File: src/rtl/pcfg_pkg.sv
package pcfg_pkg;

  typedef enum logic [3:0] {
    ST_IDLE,
    ST_PROG,
    ST_WAIT_INIT,
    ST_ARM,
    ST_FETCH,
    ST_LOW,
    ST_HIGH,
    ST_BLOW,
    ST_BHIGH,
    ST_REL_CS,
    ST_REL_WR,
    ST_SLOW,
    ST_SHIGH
  } pcfg_state_e;

  // Waiting classes guarded by the watchdog: 0 none, 1 init, 2 busy, 3 startup
  function automatic logic [1:0] pcfg_wait_class(input pcfg_state_e s);
    case (s)
      ST_WAIT_INIT:       return 2'd1;
      ST_BLOW, ST_BHIGH:  return 2'd2;
      ST_SLOW, ST_SHIGH:  return 2'd3;
      default:            return 2'd0;
    endcase
  endfunction

  // Level of the configuration clock in a given state
  function automatic logic pcfg_cclk_level(input pcfg_state_e s);
    return !(s == ST_LOW || s == ST_BLOW || s == ST_SLOW);
  endfunction

  function automatic logic pcfg_cs_active(input pcfg_state_e s);
    return (s == ST_ARM || s == ST_FETCH || s == ST_LOW || s == ST_HIGH ||
            s == ST_BLOW || s == ST_BHIGH);
  endfunction

  function automatic logic pcfg_wr_active(input pcfg_state_e s);
    return pcfg_cs_active(s) || (s == ST_REL_CS);
  endfunction

endpackage

File: src/rtl/pcfg_phase_timer.sv
module pcfg_phase_timer #(
  parameter int CNT_W = 8
) (
  input  logic             clk,
  input  logic             rst_n,
  input  logic             restart,
  output logic [CNT_W-1:0] phase_cnt
);
  logic [CNT_W-1:0] cnt_d;

  always_comb begin
    if (restart)                 cnt_d = '0;
    else if (phase_cnt == '1)    cnt_d = phase_cnt;
    else                         cnt_d = phase_cnt + 1'b1;
  end

  always_ff @(posedge clk or negedge rst_n) begin
    if (!rst_n) phase_cnt <= '0;
    else        phase_cnt <= cnt_d;
  end
endmodule

File: src/rtl/pcfg_wdog.sv
module pcfg_wdog #(
  parameter int LIMIT = 1000000
) (
  input  logic       clk,
  input  logic       rst_n,
  input  logic [1:0] wait_cls,
  output logic       expire
);
  localparam int TW = $clog2(LIMIT + 1);

  logic [TW-1:0] cnt_q;
  logic [1:0]    cls_q;
  logic          same_cls;

  assign same_cls = (wait_cls != 2'd0) && (wait_cls == cls_q);
  assign expire   = same_cls && (cnt_q == TW'(LIMIT - 1));

  always_ff @(posedge clk or negedge rst_n) begin
    if (!rst_n) begin
      cnt_q <= '0;
      cls_q <= 2'd0;
    end else begin
      cls_q <= wait_cls;
      if (!same_cls)            cnt_q <= '0;
      else if (cnt_q != '1)     cnt_q <= cnt_q + 1'b1;
    end
  end
endmodule

File: src/rtl/pcfg_seq.sv
module pcfg_seq
  import pcfg_pkg::*;
#(
  parameter int LEN_W    = 16,
  parameter int DIV_W    = 8,
  parameter int CNT_W    = 8,
  parameter int PROG_CYC = 100
) (
  input  logic             clk,
  input  logic             rst_n,
  input  logic             start,
  input  logic [LEN_W-1:0] xfer_len,
  input  logic             busy_chk_en,
  input  logic [DIV_W-1:0] clk_div,
  input  logic [7:0]       s_data,
  input  logic             s_valid,
  output logic             s_ready,
  input  logic             cfg_init_n,
  input  logic             cfg_busy,
  input  logic             cfg_done,
  input  logic [CNT_W-1:0] phase_cnt,
  input  logic             tmo_evt,
  output pcfg_state_e      state_q,
  output logic             restart,
  output logic [LEN_W-1:0] len_q,
  output logic [7:0]       d_q,
  output logic             done_ok,
  output logic             err_timeout,
  output logic [LEN_W-1:0] byte_count
);
  pcfg_state_e state_d;
  logic half_done, prog_done, all_sent, take, stall, finish_ok, finish_err;

  assign half_done = (phase_cnt == CNT_W'(clk_div));
  assign prog_done = (phase_cnt == CNT_W'(PROG_CYC - 1));
  assign all_sent  = (byte_count == len_q);
  assign s_ready   = (state_q == ST_FETCH) && !all_sent;
  assign take      = s_ready && s_valid;
  assign stall     = busy_chk_en && cfg_busy;
  assign restart   = (state_d != state_q);

  always_comb begin
    state_d    = state_q;
    finish_ok  = 1'b0;
    finish_err = 1'b0;
    unique case (state_q)
      ST_IDLE:      if (start) state_d = ST_PROG;
      ST_PROG:      if (prog_done) state_d = ST_WAIT_INIT;
      ST_WAIT_INIT: begin
        if (tmo_evt) begin
          state_d = ST_IDLE; finish_err = 1'b1;
        end else if (cfg_init_n && !cfg_busy) begin
          state_d = ST_ARM;
        end
      end
      ST_ARM:       if (half_done) state_d = ST_FETCH;
      ST_FETCH: begin
        if (all_sent)  state_d = ST_REL_CS;
        else if (take) state_d = ST_LOW;
      end
      ST_LOW:       if (half_done) state_d = ST_HIGH;
      ST_HIGH:      if (half_done) state_d = stall ? ST_BLOW : ST_FETCH;
      ST_BLOW: begin
        if (tmo_evt) begin
          state_d = ST_IDLE; finish_err = 1'b1;
        end else if (half_done) state_d = ST_BHIGH;
      end
      ST_BHIGH: begin
        if (tmo_evt) begin
          state_d = ST_IDLE; finish_err = 1'b1;
        end else if (half_done) state_d = stall ? ST_BLOW : ST_FETCH;
      end
      ST_REL_CS:    if (half_done) state_d = ST_REL_WR;
      ST_REL_WR: begin
        if (half_done) begin
          if (cfg_done) begin
            state_d = ST_IDLE; finish_ok = 1'b1;
          end else state_d = ST_SLOW;
        end
      end
      ST_SLOW: begin
        if (tmo_evt) begin
          state_d = ST_IDLE; finish_err = 1'b1;
        end else if (half_done) state_d = ST_SHIGH;
      end
      ST_SHIGH: begin
        if (tmo_evt) begin
          state_d = ST_IDLE; finish_err = 1'b1;
        end else if (half_done) begin
          if (cfg_done) begin
            state_d = ST_IDLE; finish_ok = 1'b1;
          end else state_d = ST_SLOW;
        end
      end
      default:      state_d = ST_IDLE;
    endcase
  end

  always_ff @(posedge clk or negedge rst_n) begin
    if (!rst_n) begin
      state_q     <= ST_IDLE;
      len_q       <= '0;
      d_q         <= '0;
      byte_count  <= '0;
      done_ok     <= 1'b0;
      err_timeout <= 1'b0;
    end else begin
      state_q <= state_d;
      if (state_q == ST_IDLE && start) begin
        len_q       <= xfer_len;
        byte_count  <= '0;
        done_ok     <= 1'b0;
        err_timeout <= 1'b0;
      end
      if (take) begin
        d_q        <= s_data;
        byte_count <= byte_count + 1'b1;
      end
      if (finish_ok)  done_ok     <= 1'b1;
      if (finish_err) err_timeout <= 1'b1;
    end
  end
endmodule

File: src/rtl/pcfg_loader.sv
module pcfg_loader
  import pcfg_pkg::*;
#(
  parameter int LEN_W       = 16,
  parameter int DIV_W       = 8,
  parameter int PROG_CYC    = 100,
  parameter int TIMEOUT_CYC = 1000000
) (
  input  logic             clk,
  input  logic             rst_n,
  input  logic             start,
  input  logic [LEN_W-1:0] xfer_len,
  input  logic             busy_chk_en,
  input  logic [DIV_W-1:0] clk_div,
  input  logic [7:0]       s_data,
  input  logic             s_valid,
  output logic             s_ready,
  output logic             cfg_prog_n,
  output logic             cfg_cs_n,
  output logic             cfg_wr_n,
  output logic             cfg_cclk,
  output logic [7:0]       cfg_d,
  input  logic             cfg_init_n,
  input  logic             cfg_busy,
  input  logic             cfg_done,
  output logic             busy,
  output logic             done_ok,
  output logic             err_timeout,
  output logic [LEN_W-1:0] byte_count
);
  localparam int PW    = $clog2(PROG_CYC + 1);
  localparam int CNT_W = (DIV_W > PW) ? DIV_W : PW;

  pcfg_state_e      state_q;
  logic             restart;
  logic             tmo_evt;
  logic [CNT_W-1:0] phase_cnt;
  logic [LEN_W-1:0] len_q;
  logic [7:0]       d_q;
  logic [1:0]       wait_cls;

  assign wait_cls = pcfg_wait_class(state_q);

  pcfg_phase_timer #(.CNT_W(CNT_W)) timer_i (
    .clk(clk), .rst_n(rst_n), .restart(restart), .phase_cnt(phase_cnt)
  );

  pcfg_wdog #(.LIMIT(TIMEOUT_CYC)) wdog_i (
    .clk(clk), .rst_n(rst_n), .wait_cls(wait_cls), .expire(tmo_evt)
  );

  pcfg_seq #(
    .LEN_W(LEN_W), .DIV_W(DIV_W), .CNT_W(CNT_W), .PROG_CYC(PROG_CYC)
  ) seq_i (
    .clk(clk), .rst_n(rst_n), .start(start), .xfer_len(xfer_len),
    .busy_chk_en(busy_chk_en), .clk_div(clk_div), .s_data(s_data),
    .s_valid(s_valid), .s_ready(s_ready), .cfg_init_n(cfg_init_n),
    .cfg_busy(cfg_busy), .cfg_done(cfg_done), .phase_cnt(phase_cnt),
    .tmo_evt(tmo_evt), .state_q(state_q), .restart(restart), .len_q(len_q),
    .d_q(d_q), .done_ok(done_ok), .err_timeout(err_timeout),
    .byte_count(byte_count)
  );

  assign cfg_prog_n = (state_q != ST_PROG);
  assign cfg_cs_n   = !pcfg_cs_active(state_q);
  assign cfg_wr_n   = !pcfg_wr_active(state_q);
  assign cfg_cclk   = pcfg_cclk_level(state_q);
  assign cfg_d      = d_q;
  assign busy       = (state_q != ST_IDLE);
endmodule


File: config.mk
export PLATFORM = sky130hd
export DESIGN_NAME = pcfg_loader
export DESIGN_NICKNAME = d
export VERILOG_FILES = /design/src/rtl/pcfg_pkg.sv /design/src/rtl/pcfg_phase_timer.sv /design/src/rtl/pcfg_wdog.sv /design/src/rtl/pcfg_seq.sv /design/src/rtl/pcfg_loader.sv
export SDC_FILE = /design/constraint.sdc
export NUM_CORES = 1
export LEC_CHECK = 0
export BUFFER_PORTS_ARGS = -buffer_cell sky130_fd_sc_hd__clkbuf_2
export CAP_MARGIN = 20
export CORE_MARGIN = 5
export CORE_UTILIZATION = 59
export CTS_BUF_LIST = sky130_fd_sc_hd__clkbuf_8
export DETAILED_ROUTE_END_ITERATION = 16
export PLACE_DENSITY_LB_ADDON = 0.2
export RECOVER_POWER = 50
export SETUP_SLACK_MARGIN = 0.02
export SYNTH_ARGS = -nofsm -noshare
export SYNTH_HDL_FRONTEND = slang
export SYNTH_HIERARCHICAL = 1
export SYNTH_SLANG_ARGS = --single-unit
export TNS_END_PERCENT = 1
File: constraint.sdc
create_clock -name clk -period 4.3 [get_ports clk]
set_input_delay 0.86 -clock clk [delete_from_list [all_inputs] [get_ports clk]]
set_output_delay 0.86 -clock clk [all_outputs]
set_load 0.01 [all_outputs]
Word-level counts from Yosys, hierarchy flattened:

Cells that the tools add are included.

* mux-type cells: 36
* reduce and logical (&&, ||, !) cells: 29
* $add $sub $neg: 3
* eq/ne operators: 23

Operators by type and width (count)
* $mux 4: 18
* $pmux 4 s13: 1
* $mux 20: 2
* $mux 16: 2
* $add 20x1->20 const B: 1
* $eq 20x20->1 const B: 1
* $eq 4x4->1 const B: 5
* $ne 20x20->1 const B: 1
* $add 16x1->16 const B: 1
* $eq 16x16->1: 1
* $eq 4x3->1 const B: 4
* $mux 8: 2
* $add 8x1->8 const B: 1
* $eq 4x2->1 const B: 2
* $eq 8x7->1 const B: 1
* $eq 8x8->1: 1
* $eq 8x8->1 const B: 1
* $logic_or 1x1->1: 8
* $mux 1: 8
* $reduce_bool 2->1: 4
* $logic_and 1x1->1: 7
* $pmux 2 s3: 1
* $logic_not 1->1: 5
* $reduce_or 5->1: 1
* other kinds (10): 12

* input bits: 40
* logic and storage cells: 100
* output and inout bits: 32
* register bits: 76

Depth between registers and ports, before layout:

* word-level depth: 10
* mapped depth: 17
* mapped depth without buffers: 12

Hierarchy:

The synthesis kept the hierarchy.

Modules (own cells, without submodules)
* pcfg_seq: cells each 310, area each 2778.9 um^2, seq. area each 1151.1 um^2, times used 1
* pcfg_wdog: cells each 137, area each 1290.0 um^2, seq. area each 550.5 um^2, times used 1
* pcfg_phase_timer: cells each 48, area each 431.7 um^2, seq. area each 200.2 um^2, times used 1
* pcfg_loader: cells each 18, area each 123.9 um^2, seq. area each 0.0 um^2, times used 1

Worst setup path after synthesis:

OpenSTA, ideal clock, no wires.

* path kind: register to register
* start point: register seq_i.state_q[3]
* end point: register timer_i.phase_cnt[2]
* arrival: 3.711 ns
* stages on the path, launching flop included: 18
* setup slack: 0.453 ns
* period minus slack after synthesis: 3.847 ns
* setup time: 0.136 ns
* data required time: 4.164 ns
* path buffers: 5
* path through: dfrtp_1 buf_2 nor4b_1 a311o_1 xor2_1 o22a_1 clkbuf_1 buf_1 nor4_1 buf_2 or3b_2 a211oi_1 a21oi_1 a22oi_1 o311ai_1 nand4_1 buf_1 nor3_1

* word-level cells in the longest chain between the ends: 10
* elaborated cells between the ends (all ways): 43
* classes of those cells: 15 x eq/ne; 20 x mux; 8 x reduce/logical

Ends and longest elaborated chain
* start: declaration: line pcfg_seq.sv:23 `output pcfg_state_e state_q,`
* start signal: assignment: line pcfg_seq.sv:108 `state_q <= state_d;`
* $eq 4x4->1 or $eq 4x3->1 (tied branches): line pcfg_pkg.sv:21 `case (s)`
* $reduce_or 2->1: line pcfg_pkg.sv:21
* $pmux 2 s3 (*): line pcfg_pkg.sv:21
* net wait_cls[0]: line pcfg_loader.sv:40 `logic [1:0] wait_cls;`
* $eq 2x2->1 or $reduce_bool 2->1 (tied branches): line pcfg_wdog.sv:15 `assign same_cls = (wait_cls != 2'd0) && (wait_cls == cls_q);`
* $logic_and 1x1->1 (*): line pcfg_wdog.sv:15
* $logic_and 1x1->1 (*): line pcfg_wdog.sv:16 `assign expire = same_cls && (cnt_q == TW'(LIMIT - 1));`
* net tmo_evt: line pcfg_loader.sv:36 `logic tmo_evt;`
* $mux 4 (on tied branches)
* $pmux 4 s13 (*): line pcfg_seq.sv:46 `unique case (state_q)`
* $ne 4x4->1 (*): line pcfg_seq.sv:40 `assign restart = (state_d != state_q);`
* net restart: line pcfg_loader.sv:35 `logic restart;`
* $ne 2x2->1 (no source line) or $mux 8 (tied branches)
* end signal: assignment: line pcfg_phase_timer.sv:19 `else phase_cnt <= cnt_d;`
* end: declaration: line pcfg_phase_timer.sv:7 `output logic [CNT_W-1:0] phase_cnt`

The timed path passes the listed nets; every way through them passes the cells marked *.
A chain may end at the register's enable or synchronous reset.

Worst setup path in the final report:

* start point: register seq_i.state_q[1]
* end point: register timer_i.phase_cnt[7]

Same word-level chain as after synthesis.

==> flow_summary.json <==
{
  "status": "finished, violations left",
  "violations": "capacitance limit, slew limit",
  "synth-seq-cells": 76,
  "tightest_slew_ns": 1.87,
  "worstSetupPathType": "register to register",
  "grt_pass1_wl_microns": 18600,
  "required_ns": 4.57,
  "grt_max_degree": 77,
  "max_stage_delay_ns": 0.46,
  "io_pins": 72,
  "top_usage_layer": "met2",
  "route.vias.total": 4149,
  "r2r_cells": 14,
  "wl_per_cell_microns": 16.2,
  "port_buffers": 71,
  "crit_path_top_delay_cell": "dfrtp_1",
  "finalInstanceArea_sq_mm": 0.00527,
  "timing.rr.start": "seq_i/state_q[1]$_DFF_PN0_",
  "gr-usage-all-layers": 0.229,
  "clock-sinks": 76,
  "fmax_mhz": 264,
  "yosysWarningCount": 6,
  "antenna_found_initial": 1,
  "synthArstFlopShare": 1.00,
  "ys.flop_type": "dfrtp_1",
  "cts-resized-gates": 0,
  "synth_fp_nets": 556,
  "min_period_ns": 3.78,
  "ant_nets": 0,
  "crit_path_cell_trace": "and4b_1 > a311o_1 > xor2_1 > o22a_1 > buf_4 > nor4_1 > buf_4 > or3b_2 > a211oi_1 > a21oi_1 > a22oi_1 > o311ai_1 > nand4_1 > nor3b_1",
  "gr-usage-met1": 0.309,
  "final-hold-violation-count": 0,
  "fin_crit_sh": 0.880,
  "drt_first_pass_iters": 5,
  "netlist_instances": 513,
  "dpl_cell_area_sq_mm": 0.00503,
  "synth-edff-count": 0,
  "avgSynthCellArea_sq_um": 9.01,
  "rsz0062_at_grt": "no",
  "drc": 0,
  "hp-start": "seq_i/len_q[0]$_DFFE_PN0P_",
  "endpoint_kind": "register",
  "crit_fanout": 19,
  "peakVddDrop_mv": 0.337,
  "dieWidth_microns": 98.5,
  "drtIter0Drc": 282,
  "p_per_area_mw_per_mm2": 473,
  "antennaDiodeCount": 0,
  "layout.nets": 621,
  "cts_setup_buffers": 0,
  "maxSlewViolCount": 77,
  "clockRootBuffer": "clkbuf_8",
  "path_clk_slew_ns": 0.09,
  "hp-class": "register to register",
  "setup_ws_ns": 0.516,
  "maxCapViolations": 1,
  "clk_latency_ns": 0.36,
  "hpwl_microns": 7650,
  "setup_viol": 0,
  "worst_setup_path_start_kind": "register",
  "grt-ovfl-total": 0,
  "crit_family": "simple AND/OR/NAND/NOR gates",
  "wl_microns": 11100,
  "grt_pass1_vias": 3983,
  "holdPathStages": 2,
  "arrival_ns": 4.05,
  "cts_buffers": 9,
  "syn-cell-area_sq_mm": 0.00462,
  "cts.htree.levels": 3,
  "die_y_microns": 98.5,
  "syn_to_final_growth_pct": 14.0,
  "core_area_sq_mm": 0.00769,
  "num_rows": 32,
  "crit_buf_inv": 2,
  "r2r_slack_ns": 0.52,
  "fin_tns_setup_ns": 0,
  "place_ws_ns": 0.545,
  "use_met2": 0.379,
  "clockBufferDepth": 2,
  "skew_ns": 0.0140,
  "p_leak_nw": 2.32,
  "routabilityCongestion": 0.901,
  "hold-path-endpoint": "seq_i/len_q[0]$_DFFE_PN0P_",
  "timing.rr.end": "timer_i/phase_cnt[7]$_DFFE_PN0P_",
  "slew_headroom": -0.249,
  "start_util": 0.602,
  "ys_types": 76,
  "crit_path_frequent_cell": "buf_4",
  "cts_tree": "done",
  "viasPerCell": 6.06,
  "use_met3": 0.0566,
  "dieArea_sq_mm": 0.00971,
  "final_layout_size_suffix_gt1_frac": 0.184,
  "ys_seq_area_frac": 0.411,
  "postCtsHoldBufs": 0
}
layout make-up:
cell class | count | area [sq um]
Clock buffer | 10 | 138
Clock inverter | 6 | 95.1
Fill cell | 626 | 2410
Inverter | 13 | 48.8
Multi-Input combinational cell | 400 | 2550
Sequential cell | 76 | 1900
Tap cell | 102 | 128
Timing Repair Buffer | 78 | 410
cell usage after synthesis, drive strengths merged (4+ instances only):
cell type / count / area [sq um]
nor2b: 4 / 25.0
or3: 4 / 26.3
nand2: 90 / 338
mux2i: 10 / 100
mux2: 8 / 113
o311ai: 4 / 35.0
clkbuf: 8 / 32.5
o21ai: 28 / 140
inv: 13 / 48.8
a2111o: 5 / 56.3
xnor2: 23 / 201
xor2: 10 / 87.6
a21oi: 26 / 130
dfrtp: 76 / 1900
buf: 16 / 88.8
o22ai: 4 / 25.0
nor4: 9 / 83.8
nor2: 27 / 109
nand4: 19 / 140
nor3: 17 / 113
and3: 8 / 50.1
and4: 4 / 35.0
nand3: 25 / 130
a31oi: 7 / 43.8
a211oi: 5 / 37.5
nand2b: 5 / 31.3
placed cells by master (no fill, tap or decap), drive strengths merged, types with 3 or more instances in the layout:
| master | count |
|---|---|
| mux2i | 10 |
| xnor2 | 23 |
| and4 | 4 |
| a22o | 3 |
| xor2 | 10 |
| inv | 14 |
| a211oi | 5 |
| a311oi | 3 |
| clkinv | 3 |
| buf | 7 |
| nand3 | 25 |
| nand2 | 90 |
| o311ai | 4 |
| and2 | 3 |
| nand4 | 19 |
| nor2 | 27 |
| and4b | 3 |
| nor3b | 3 |
| and3 | 8 |
| nor4b | 3 |
| nand2b | 5 |
| a31oi | 7 |
| nor2b | 4 |
| mux2 | 8 |
| o22ai | 4 |
| nor3 | 17 |
| ha | 3 |
| a21oi | 26 |
| nor4 | 9 |
| nand3b | 3 |
| clkbuf | 81 |
| or3 | 4 |
| a2111o | 5 |
| or4 | 3 |
| o21ai | 28 |
| dfrtp | 76 |
metrics by stage:
step / total power [mW] / hold WS [ns] / util / std cells
2_1_floorplan: 1.62 / 0.467 / - / 513
3_3_place_gp: 1.84 / 0.477 / 0.655 / 668
3_5_place_dp: 1.87 / 0.484 / 0.655 / 668
4_1_cts: 2.51 / 0.507 / 0.685 / 684
5_1_grt: 2.65 / 0.527 / 0.686 / 685
6_report: 2.49 / 0.502 / 0.686 / 685
report_power, final:
group | internal [mW] | switching (mW) | total (mW)
Sequential | 0.858 | 0.121 | 0.979
Clock | 0.348 | 0.287 | 0.635
Combinational | 0.362 | 0.517 | 0.879
per-layer routing:
metal,part of all wire,up-vias
met1,0.45,1987
met5,0.0012,-
li1,-,2010
met2,0.48,140
met4,0.0069,2
met3,0.065,10
worst register-to-register path, cell delays in order (launching register included):
cell and delay (ns):
dfrtp_1 0.46, and4b_1 0.23, a311o_1 0.37, xor2_1 0.19, o22a_1 0.22, buf_4 0.20
nor4_1 0.30, buf_4 0.22, or3b_2 0.14, a211oi_1 0.07, a21oi_1 0.17, a22oi_1 0.13
o311ai_1 0.31, nand4_1 0.39, nor3b_1 0.30
logic make-up (layout without fill, tap and decap cells):
logic type / Yosys count / count (layout) / synth area share
flip-flops: 76 / 76 / 0.411
XOR/XNOR: 33 / 33 / 0.0625
AND/OR/NAND/NOR: 239 / 239 / 0.282
adder cells (fa/ha/maj): 3 / 3 / 0.00812
buffers and inverters: 37 / 107 / 0.0368
multiplexers: 18 / 18 / 0.0460
AO/OA/AOI/OAI: 107 / 107 / 0.153
how the worst max path moves through the flow:
stage                                     from                               end  slack [ns]  cells past startpoint
global placement    seq_i/state_q[1]$_DFF_PN0_  timer_i/phase_cnt[7]$_DFFE_PN0P_        0.69                     14
finish              seq_i/state_q[1]$_DFF_PN0_  timer_i/phase_cnt[7]$_DFFE_PN0P_        0.52                     14
global route        seq_i/state_q[1]$_DFF_PN0_  timer_i/phase_cnt[7]$_DFFE_PN0P_        0.31                     14
detailed placement  seq_i/state_q[1]$_DFF_PN0_  timer_i/phase_cnt[7]$_DFFE_PN0P_        0.55                     14
CTS                 seq_i/state_q[1]$_DFF_PN0_  timer_i/phase_cnt[7]$_DFFE_PN0P_        0.52                     14
floorplan           seq_i/state_q[3]$_DFF_PN0_  timer_i/phase_cnt[2]$_DFFE_PN0P_        0.45                     17
registers in the layout, indices dropped and copies added (netlist names):
signal and cells:
wdog_i/cnt_q 20, seq_i/byte_count 16, seq_i/len_q 16, seq_i/d_q 8
timer_i/phase_cnt 8, seq_i/state_q 4, wdog_i/cls_q 2, seq_i/done_ok 1
seq_i/err_timeout 1
(Power assumes the default switching activity.)
